[src/rtl/mft_pkg.sv]
`timescale 1ns/1ps
package mft_pkg;
  typedef enum logic [1:0] {
    ET_FREE      = 2'd0,
    ET_ADDR      = 2'd1,
    ET_VLAN      = 2'd2,
    ET_VLAN_ADDR = 2'd3
  } ent_type_e;

  typedef enum logic [1:0] {
    PS_OFF   = 2'd0,
    PS_BLOCK = 2'd1,
    PS_LEARN = 2'd2,
    PS_FWD   = 2'd3
  } port_state_e;

  // entry field positions
  localparam int TYPE_LO    = 60;
  localparam int MCAST_BIT  = 40;
  localparam int SECURE_BIT = 64;
  localparam int BLOCK_BIT  = 65;
  localparam int PORT_LO    = 66;

  // control and table-index bits
  localparam int CTRL_EN   = 31;
  localparam int CTRL_CLR  = 30;
  localparam int CTRL_VLAN = 2;
  localparam int TBL_WR    = 31;

  // register word addresses
  localparam int RA_CTRL  = 0;
  localparam int RA_TBL   = 1;
  localparam int RA_DW0   = 2;
  localparam int RA_DW1   = 3;
  localparam int RA_DW2   = 4;
  localparam int RA_PORT0 = 8;
endpackage

[src/rtl/mft_ram.sv]
`timescale 1ns/1ps
module mft_ram #(
  parameter int W     = 69,
  parameter int DEPTH = 16,
  parameter int AW    = 4
) (
  input  logic          clk,
  input  logic          we,
  input  logic [AW-1:0] waddr,
  input  logic [W-1:0]  wdata,
  input  logic [AW-1:0] raddr,
  output logic [W-1:0]  q
);
  logic [W-1:0] mem [DEPTH];

  // one write port, one registered read port (read-first)
  always_ff @(posedge clk) begin
    if (we) mem[waddr] <= wdata;
    q <= mem[raddr];
  end
endmodule

[src/rtl/mft_regs.sv]
`timescale 1ns/1ps
module mft_regs
  import mft_pkg::*;
#(
  parameter int NUM_PORTS = 3,
  parameter int DEPTH     = 16,
  parameter int IDX_W     = 4,
  parameter int ENTRY_W   = 69,
  parameter int ADDR_W    = 5
) (
  input  logic                 clk,
  input  logic                 rst,
  input  logic                 cfg_we,
  input  logic [ADDR_W-1:0]    cfg_addr,
  input  logic [31:0]          cfg_wdata,
  output logic [31:0]          cfg_rdata,
  input  logic [ENTRY_W-1:0]   ram_q,
  output logic                 en,
  output logic                 vlan_aware,
  output logic                 clearing,
  output logic [IDX_W-1:0]     clr_idx,
  output logic                 sw_ld,
  output logic                 sw_st,
  output logic [IDX_W-1:0]     sw_idx,
  output logic [ENTRY_W-1:0]   sw_entry,
  output logic [NUM_PORTS-1:0] fwd_mask
);
  localparam int W0 = ENTRY_W - 64;

  logic [W0-1:0]    dw0;
  logic [31:0]      dw1, dw2;
  logic [IDX_W-1:0] tbl_idx;
  logic             ld_q;
  logic [1:0]       port_st [NUM_PORTS];
  logic [31:0]      rd_next;

  logic wr_ctrl, wr_tbl;
  assign wr_ctrl = cfg_we && (cfg_addr == ADDR_W'(RA_CTRL));
  assign wr_tbl  = cfg_we && (cfg_addr == ADDR_W'(RA_TBL));

  assign sw_idx   = cfg_wdata[IDX_W-1:0];
  assign sw_ld    = wr_tbl && !cfg_wdata[TBL_WR];
  assign sw_st    = wr_tbl && cfg_wdata[TBL_WR] && !clearing;
  assign sw_entry = {dw0, dw1, dw2};

  // global control and self-clearing table wipe
  always_ff @(posedge clk) begin
    if (rst) begin
      en         <= 1'b0;
      vlan_aware <= 1'b0;
      clearing   <= 1'b0;
      clr_idx    <= '0;
    end else begin
      if (wr_ctrl) begin
        en         <= cfg_wdata[CTRL_EN];
        vlan_aware <= cfg_wdata[CTRL_VLAN];
        if (cfg_wdata[CTRL_CLR] && !clearing) begin
          clearing <= 1'b1;
          clr_idx  <= '0;
        end
      end
      if (clearing) begin
        clr_idx <= clr_idx + 1'b1;
        if (clr_idx == IDX_W'(DEPTH - 1)) clearing <= 1'b0;
      end
    end
  end

  // data words and table index
  always_ff @(posedge clk) begin
    if (rst) begin
      dw0     <= '0;
      dw1     <= '0;
      dw2     <= '0;
      tbl_idx <= '0;
      ld_q    <= 1'b0;
    end else begin
      ld_q <= sw_ld;
      if (wr_tbl) tbl_idx <= cfg_wdata[IDX_W-1:0];
      if (ld_q) begin
        dw0 <= ram_q[ENTRY_W-1:64];
        dw1 <= ram_q[63:32];
        dw2 <= ram_q[31:0];
      end else if (cfg_we) begin
        if (cfg_addr == ADDR_W'(RA_DW0)) dw0 <= cfg_wdata[W0-1:0];
        if (cfg_addr == ADDR_W'(RA_DW1)) dw1 <= cfg_wdata;
        if (cfg_addr == ADDR_W'(RA_DW2)) dw2 <= cfg_wdata;
      end
    end
  end

  // per-port state words
  always_ff @(posedge clk) begin
    for (int p = 0; p < NUM_PORTS; p++) begin
      if (rst) port_st[p] <= PS_OFF;
      else if (cfg_we && cfg_addr == ADDR_W'(RA_PORT0 + p)) port_st[p] <= cfg_wdata[1:0];
    end
  end

  for (genvar g = 0; g < NUM_PORTS; g++) begin : g_fwd
    assign fwd_mask[g] = (port_st[g] == PS_FWD);
  end

  always_comb begin
    rd_next = '0;
    if (cfg_addr == ADDR_W'(RA_CTRL)) begin
      rd_next[CTRL_EN]   = en;
      rd_next[CTRL_CLR]  = clearing;
      rd_next[CTRL_VLAN] = vlan_aware;
    end else if (cfg_addr == ADDR_W'(RA_TBL)) begin
      rd_next[IDX_W-1:0] = tbl_idx;
    end else if (cfg_addr == ADDR_W'(RA_DW0)) begin
      rd_next[W0-1:0] = dw0;
    end else if (cfg_addr == ADDR_W'(RA_DW1)) begin
      rd_next = dw1;
    end else if (cfg_addr == ADDR_W'(RA_DW2)) begin
      rd_next = dw2;
    end
    for (int p = 0; p < NUM_PORTS; p++) begin
      if (cfg_addr == ADDR_W'(RA_PORT0 + p)) rd_next[1:0] = port_st[p];
    end
  end

  always_ff @(posedge clk) begin
    if (rst) cfg_rdata <= '0;
    else     cfg_rdata <= rd_next;
  end

  // a wipe always ends right after the last index has been written
  assert_clear_len_R4: assert property (@(posedge clk) disable iff (rst)
    $fell(clearing) |-> $past(clr_idx) == IDX_W'(DEPTH - 1));

  // a load captures exactly what the table returned
  assert_load_capture_R2: assert property (@(posedge clk) disable iff (rst)
    ld_q |=> sw_entry == $past(ram_q));
endmodule

[src/rtl/mft_search.sv]
`timescale 1ns/1ps
module mft_search
  import mft_pkg::*;
#(
  parameter int NUM_PORTS = 3,
  parameter int DEPTH     = 16,
  parameter int IDX_W     = 4,
  parameter int ENTRY_W   = 69,
  parameter int PNUM_W    = 2
) (
  input  logic                 clk,
  input  logic                 rst,
  input  logic                 lk_valid,
  input  logic [47:0]          lk_mac,
  input  logic [PNUM_W-1:0]    lk_port,
  input  logic                 en,
  input  logic                 clearing,
  input  logic                 hold,
  input  logic                 vlan_aware,
  input  logic [NUM_PORTS-1:0] fwd_mask,
  input  logic [ENTRY_W-1:0]   ram_q,
  output logic [IDX_W-1:0]     scan_addr,
  output logic                 lk_ready,
  output logic                 lk_done,
  output logic [NUM_PORTS-1:0] lk_mask
);
  logic              busy, issued_all, vld, last_r;
  logic [IDX_W-1:0]  issue_idx;
  logic [47:0]       mac_r;
  logic [PNUM_W-1:0] port_r;

  logic                 issue, is_addr, hit, ing_ok;
  logic [1:0]           etype;
  logic [NUM_PORTS-1:0] ing_oh, uc_oh, mc_mask, hit_mask, flood, res;
  logic                 unused_fields;

  assign lk_ready  = !busy && en && !clearing;
  assign issue     = busy && !hold && !issued_all;
  assign scan_addr = issue_idx;

  assign etype   = ram_q[TYPE_LO+1:TYPE_LO];
  assign is_addr = (etype == ET_ADDR) || (etype == ET_VLAN_ADDR && !vlan_aware);
  assign hit     = vld && busy && is_addr && (ram_q[47:0] == mac_r);
  assign mc_mask = ram_q[PORT_LO +: NUM_PORTS];
  assign unused_fields = ^{ram_q[SECURE_BIT], ram_q[63:62], ram_q[59:48]};

  always_comb begin
    for (int i = 0; i < NUM_PORTS; i++) begin
      ing_oh[i] = (port_r == PNUM_W'(i));
      uc_oh[i]  = (ram_q[PORT_LO +: PNUM_W] == PNUM_W'(i));
    end
    ing_ok   = |(ing_oh & fwd_mask);
    hit_mask = ram_q[MCAST_BIT] ? mc_mask : (ram_q[BLOCK_BIT] ? '0 : uc_oh);
    flood    = fwd_mask & ~ing_oh;
    res      = ing_ok ? ((hit ? hit_mask : flood) & fwd_mask) : '0;
  end

  always_ff @(posedge clk) begin
    if (rst) begin
      busy       <= 1'b0;
      issued_all <= 1'b0;
      vld        <= 1'b0;
      last_r     <= 1'b0;
      issue_idx  <= '0;
      mac_r      <= '0;
      port_r     <= '0;
      lk_done    <= 1'b0;
      lk_mask    <= '0;
    end else begin
      lk_done <= 1'b0;
      vld     <= issue;
      if (issue) begin
        last_r    <= (issue_idx == IDX_W'(DEPTH - 1));
        issue_idx <= issue_idx + 1'b1;
        if (issue_idx == IDX_W'(DEPTH - 1)) issued_all <= 1'b1;
      end
      if (!busy && lk_valid && lk_ready) begin
        busy       <= 1'b1;
        issue_idx  <= '0;
        issued_all <= 1'b0;
        mac_r      <= lk_mac;
        port_r     <= lk_port;
      end else if (busy && vld && (hit || last_r)) begin
        busy    <= 1'b0;
        lk_done <= 1'b1;
        lk_mask <= res;
      end
    end
  end

  assert_mask_fwd_R9: assert property (@(posedge clk) disable iff (rst)
    lk_done |-> (lk_mask & ~$past(fwd_mask)) == '0);

  assert_ingress_gate_R9: assert property (@(posedge clk) disable iff (rst)
    lk_done && !$past(ing_ok) |-> lk_mask == '0);

  assert_hold_stall_R10: assert property (@(posedge clk) disable iff (rst)
    busy && hold |=> $stable(issue_idx));

  assert_done_pulse_R5: assert property (@(posedge clk) disable iff (rst)
    lk_done |=> !lk_done);
endmodule

[src/rtl/mac_fwd_table.sv]
`timescale 1ns/1ps
module mac_fwd_table #(
  parameter int NUM_PORTS = 3,
  parameter int DEPTH     = 16,
  parameter int ADDR_W    = 5,
  localparam int IDX_W    = (DEPTH > 1) ? $clog2(DEPTH) : 1,
  localparam int ENTRY_W  = 66 + NUM_PORTS,
  localparam int PNUM_W   = (NUM_PORTS > 1) ? $clog2(NUM_PORTS) : 1
) (
  input  logic                 clk,
  input  logic                 rst,
  input  logic                 cfg_we,
  input  logic [ADDR_W-1:0]    cfg_addr,
  input  logic [31:0]          cfg_wdata,
  output logic [31:0]          cfg_rdata,
  input  logic                 lk_valid,
  input  logic [47:0]          lk_mac,
  input  logic [PNUM_W-1:0]    lk_port,
  output logic                 lk_ready,
  output logic                 lk_done,
  output logic [NUM_PORTS-1:0] lk_mask
);
  logic                 en, vlan_aware, clearing, sw_ld, sw_st;
  logic [IDX_W-1:0]     clr_idx, sw_idx, scan_addr;
  logic [ENTRY_W-1:0]   sw_entry, ram_q;
  logic [NUM_PORTS-1:0] fwd_mask;

  logic                 ram_we;
  logic [IDX_W-1:0]     ram_waddr, ram_raddr;
  logic [ENTRY_W-1:0]   ram_wdata;

  // the wipe owns the write port; a software load owns the read port
  assign ram_we    = clearing || sw_st;
  assign ram_waddr = clearing ? clr_idx : sw_idx;
  assign ram_wdata = clearing ? '0 : sw_entry;
  assign ram_raddr = sw_ld ? sw_idx : scan_addr;

  mft_regs #(
    .NUM_PORTS(NUM_PORTS), .DEPTH(DEPTH), .IDX_W(IDX_W),
    .ENTRY_W(ENTRY_W), .ADDR_W(ADDR_W)
  ) u_regs (
    .clk(clk), .rst(rst), .cfg_we(cfg_we), .cfg_addr(cfg_addr),
    .cfg_wdata(cfg_wdata), .cfg_rdata(cfg_rdata), .ram_q(ram_q),
    .en(en), .vlan_aware(vlan_aware), .clearing(clearing), .clr_idx(clr_idx),
    .sw_ld(sw_ld), .sw_st(sw_st), .sw_idx(sw_idx), .sw_entry(sw_entry),
    .fwd_mask(fwd_mask)
  );

  mft_ram #(.W(ENTRY_W), .DEPTH(DEPTH), .AW(IDX_W)) u_ram (
    .clk(clk), .we(ram_we), .waddr(ram_waddr), .wdata(ram_wdata),
    .raddr(ram_raddr), .q(ram_q)
  );

  mft_search #(
    .NUM_PORTS(NUM_PORTS), .DEPTH(DEPTH), .IDX_W(IDX_W),
    .ENTRY_W(ENTRY_W), .PNUM_W(PNUM_W)
  ) u_search (
    .clk(clk), .rst(rst), .lk_valid(lk_valid), .lk_mac(lk_mac),
    .lk_port(lk_port), .en(en), .clearing(clearing), .hold(sw_ld),
    .vlan_aware(vlan_aware), .fwd_mask(fwd_mask), .ram_q(ram_q),
    .scan_addr(scan_addr), .lk_ready(lk_ready), .lk_done(lk_done),
    .lk_mask(lk_mask)
  );
endmodule

[config.mk]
export PLATFORM = sky130hd
export DESIGN_NAME = mac_fwd_table
export DESIGN_NICKNAME = d
export VERILOG_FILES = /design/src/rtl/mft_pkg.sv /design/src/rtl/mft_ram.sv /design/src/rtl/mft_regs.sv /design/src/rtl/mft_search.sv /design/src/rtl/mac_fwd_table.sv
export SDC_FILE = /design/constraint.sdc
export NUM_CORES = 2
export LEC_CHECK = 0
export BUFFER_PORTS_ARGS = -buffer_cell sky130_fd_sc_hd__buf_4
export CAP_MARGIN = 20
export CORE_MARGIN = 10
export CORE_UTILIZATION = 40
export DETAILED_ROUTE_END_ITERATION = 10
export PLACE_DENSITY_LB_ADDON = 0.3
export SKIP_CTS_REPAIR_TIMING = 1
export SYNTH_ARGS = -nofsm -noshare
export SYNTH_HDL_FRONTEND = slang
export SYNTH_SLANG_ARGS = --single-unit
[constraint.sdc]
create_clock -name clk -period 8.6 [get_ports clk]
set_input_delay 0.43 -clock clk [delete_from_list [all_inputs] [get_ports clk]]
set_output_delay 0.43 -clock clk [all_outputs]
set_load 0.01 [all_outputs]
==> flow_summary.ini <==
[yosys]
synth_cell_types = 60
ys_seq_area_share_pct = 72.6
synth_flop_cell = edfxtp_1
synth_top_family_by_area = simple AND/OR/NAND/NOR gates
synth_xor_xnor_area_share_pct = 0.682
yosysWarnings = 0
synth_edf_count = 1110
synth_top_area_share_pct = 63.3
synth_top_cells_by_area = edfxtp_1, dfxtp_1, nand2_1, a211oi_1, a21oi_1
yosys.area.top_type = edfxtp_1
syn_nets = 4009
syn-instance-count = 3916
synth_mux_area_share_pct = 1.92
synthAdderAreaFrac_pct = 0.0475
synth.avg_cell_area_sq_um = 13.4
netlist_area_sq_um = 52700
async_flop_share_pct = 0
ys_ff_latch = 1354
synth_compound_area_share_pct = 10.9
yosys.area_share.simple_pct = 11.4

[global_routing]
grtUsageTotal_pct = 21.9
gr-total-overflow = 0
antenna_found_initial = 8
grt_max_degree = 147
grt_pass1_wl_um = 237000
grt_pass1_vias = 33262

[sta]
hold_violations = 0
drv_slew = 0
clock-skew-final_ns = 0.0242
grt_setup_unrepaired = no
fmax_mhz = 225
worstMarginPinSlew_ns = 1.16
tns_ns = 0
min_period_over_period_pct = 51.8
timing.slew.headroom_pct = 22.4
period_needed_ns = 4.45
fin_hold_ws_ns = 0.0232
finalSetupViolCount = 0

[floorplan]
die_h_um = 383
dieArea_sq_um = 147000
start_util_pct = 40.2
io_pins = 128
coreArea_sq_um = 131000
die_w_um = 383
row_count = 133

[hold_path]
hold_class = in -> reg

[clocking]
htreeDepth = 4
clk_latency_ns = 0.76
cts_tree = yes
root_buffer = clkbuf_16
cts_sinks = 1354
path_clk_slew_ns = 0.06
cts_inserted_buffers = 139
cts.path.max_buffers = 3

[drt]
dr_total_vias = 35456
drc = 0
dr.pass1.iters = 5
drtAntennaViolNets = 0
routed_via_density = 6.01
post_drt_wl_per_cell_um = 28.3
routed_wl_um = 167000
drtIter0Drc = 4470

[cells_and_area]
drive_gt1_share_pct = 11.9
area_growth_pct = 15.0
fin_nets = 4122
nFillCells = 11560

[power]
p_leak_nw = 21.7
ir_drop_mv = 0.147
powerDensity_nw_per_um2 = 218

[place]
dp_hpwl_um = 89600
globalplace.congestion = 0.817
port_buffers = 127

[setup_path]
start_kind = flip-flop
required_ns = 8.97
crit_path_end_kind = flip-flop
critPathKind = reg -> reg
crit_arrival_ns = 4.83
worstPathMaxFanout = 49

[status]
status = completed

[job]
maxCapViolCount = 0
## cells in the final DEF, fill, tap and decap left out, types with 48 or more instances in the layout
| cell | count |
|---|---|
| nand2_1 | 559 |
| mux2i_1 | 89 |
| and3_1 | 204 |
| nor4_1 | 72 |
| a31o_1 | 48 |
| nor2b_1 | 81 |
| a22oi_1 | 98 |
| dlygate4sd3_1 | 50 |
| clkbuf_16 | 144 |
| a21oi_1 | 260 |
| clkbuf_1 | 48 |
| a211oi_1 | 200 |
| nand3_1 | 109 |
| edfxtp_1 | 1110 |
| a31oi_1 | 73 |
| nor2_1 | 148 |
| dfxtp_1 | 242 |
| buf_4 | 209 |
| o221ai_1 | 68 |
## where the power goes
group / total, mW / switching, mW / leakage [nW] / internal (mW)
clock: 5.95 / 2.51 / 2.19 / 3.44
sequential: 7.04 / 0.0173 / 13.0 / 7.02
combinational: 0.210 / 0.134 / 6.53 / 0.0757
total: 13.2 / 2.66 / 21.7 / 10.5
## synthesized netlist by cell type, types with 81 or more instances
master	n
nand3_1	112
dfxtp_1	244
a21oi_1	261
a22oi_1	98
a211oi_1	200
edfxtp_1	1110
nand2_1	562
and3_1	206
mux2i_1	91
nor2b_1	81
nor2_1	165
clkbuf_1	201
## worst paths after layout
kind | to | start | slack (ns) | cells after the start
worst max-delay path | u_ram.mem[13][59] | u_regs.clearing | 4.15 | 5
worst min-delay path | u_search.mac_r[10] | lk_mac[10] | 0.02 | 3
worst max register to register | u_ram.mem[13][59] | u_regs.clearing | 4.15 | 5
worst min register to register | u_search.mac_r[9] | u_search.mac_r[9] | 0.46 | 2
## stage by stage
step | util, % | worst slack (ns) | instances | area [sq um] | power [mW]
finish | 46.2 | 4.15 | 5899 | 60600 | 13.2
CTS | 45.7 | 4.18 | 5833 | 60000 | 13.2
floorplan | - | 3.58 | 3916 | 52700 | 7.25
detailed placement | 42.3 | 3.89 | 5578 | 55500 | 7.36
global route | 46.2 | 4.01 | 5898 | 60600 | 13.5
global placement | 42.3 | 3.90 | 5576 | 55500 | 7.36
## routing by layer
metal	up-vias	GRT usage, %	part of all wire [%]
met5	-	0	0.034
met1	18013	31.1	42
met3	321	5.13	11
met2	1969	33.0	44
li1	15145	-	-
met4	8	7.09	2.8
## flip-flops by register name, summed over array words and instances (netlist names)
name	cells
u_search.scan_addr	4
u_search.issued_all	1
u_search.vld	1
u_regs.clr_idx	4
u_regs.dw0	5
u_search.lk_mask	3
u_regs.dw2	32
u_regs.en	1
u_ram.mem	1104
u_regs.tbl_idx	4
u_search.mac_r	48
u_regs.ld_q	1
u_search.last_r	1
u_search.port_r	2
u_regs.dw1	32
u_regs.cfg_rdata	32
u_ram.q	69
u_search.lk_done	1
u_regs.clearing	1
u_regs.vlan_aware	1
u_regs.port_st	6
u_search.busy	1
## cell type report
type	count	area, sq um	area share, %
sequential	1354	38200	63.1
multi-input combinational	2252	13500	22.2
clock buffer	212	4060	6.70
tap	1755	2200	3.62
timing repair buffer	266	2180	3.61
clock inverter	43	403	0.665
inverter	16	60.1	0.0991
antenna	1	2.50	0.00413
## worst max-delay path, cell delays in order (launching register included)
cell and delay, ns:
dfxtp_4 0.80, buf_4 0.73, a31oi_1 0.49, nor2_4 0.74
buf_4 0.53, buf_4 0.72
## cells by family (layout without fill, tap and decap cells)
family	after synthesis	in the layout
flip-flops	1354	1354
adder cells (fa/ha/maj)	2	2
buffers and inverters	310	537
other	0	1
XOR/XNOR	41	41
AO/OA/AOI/OAI	836	836
AND/OR/NAND/NOR	1273	1273
multiplexers	100	100
(Power assumes the default switching activity.)
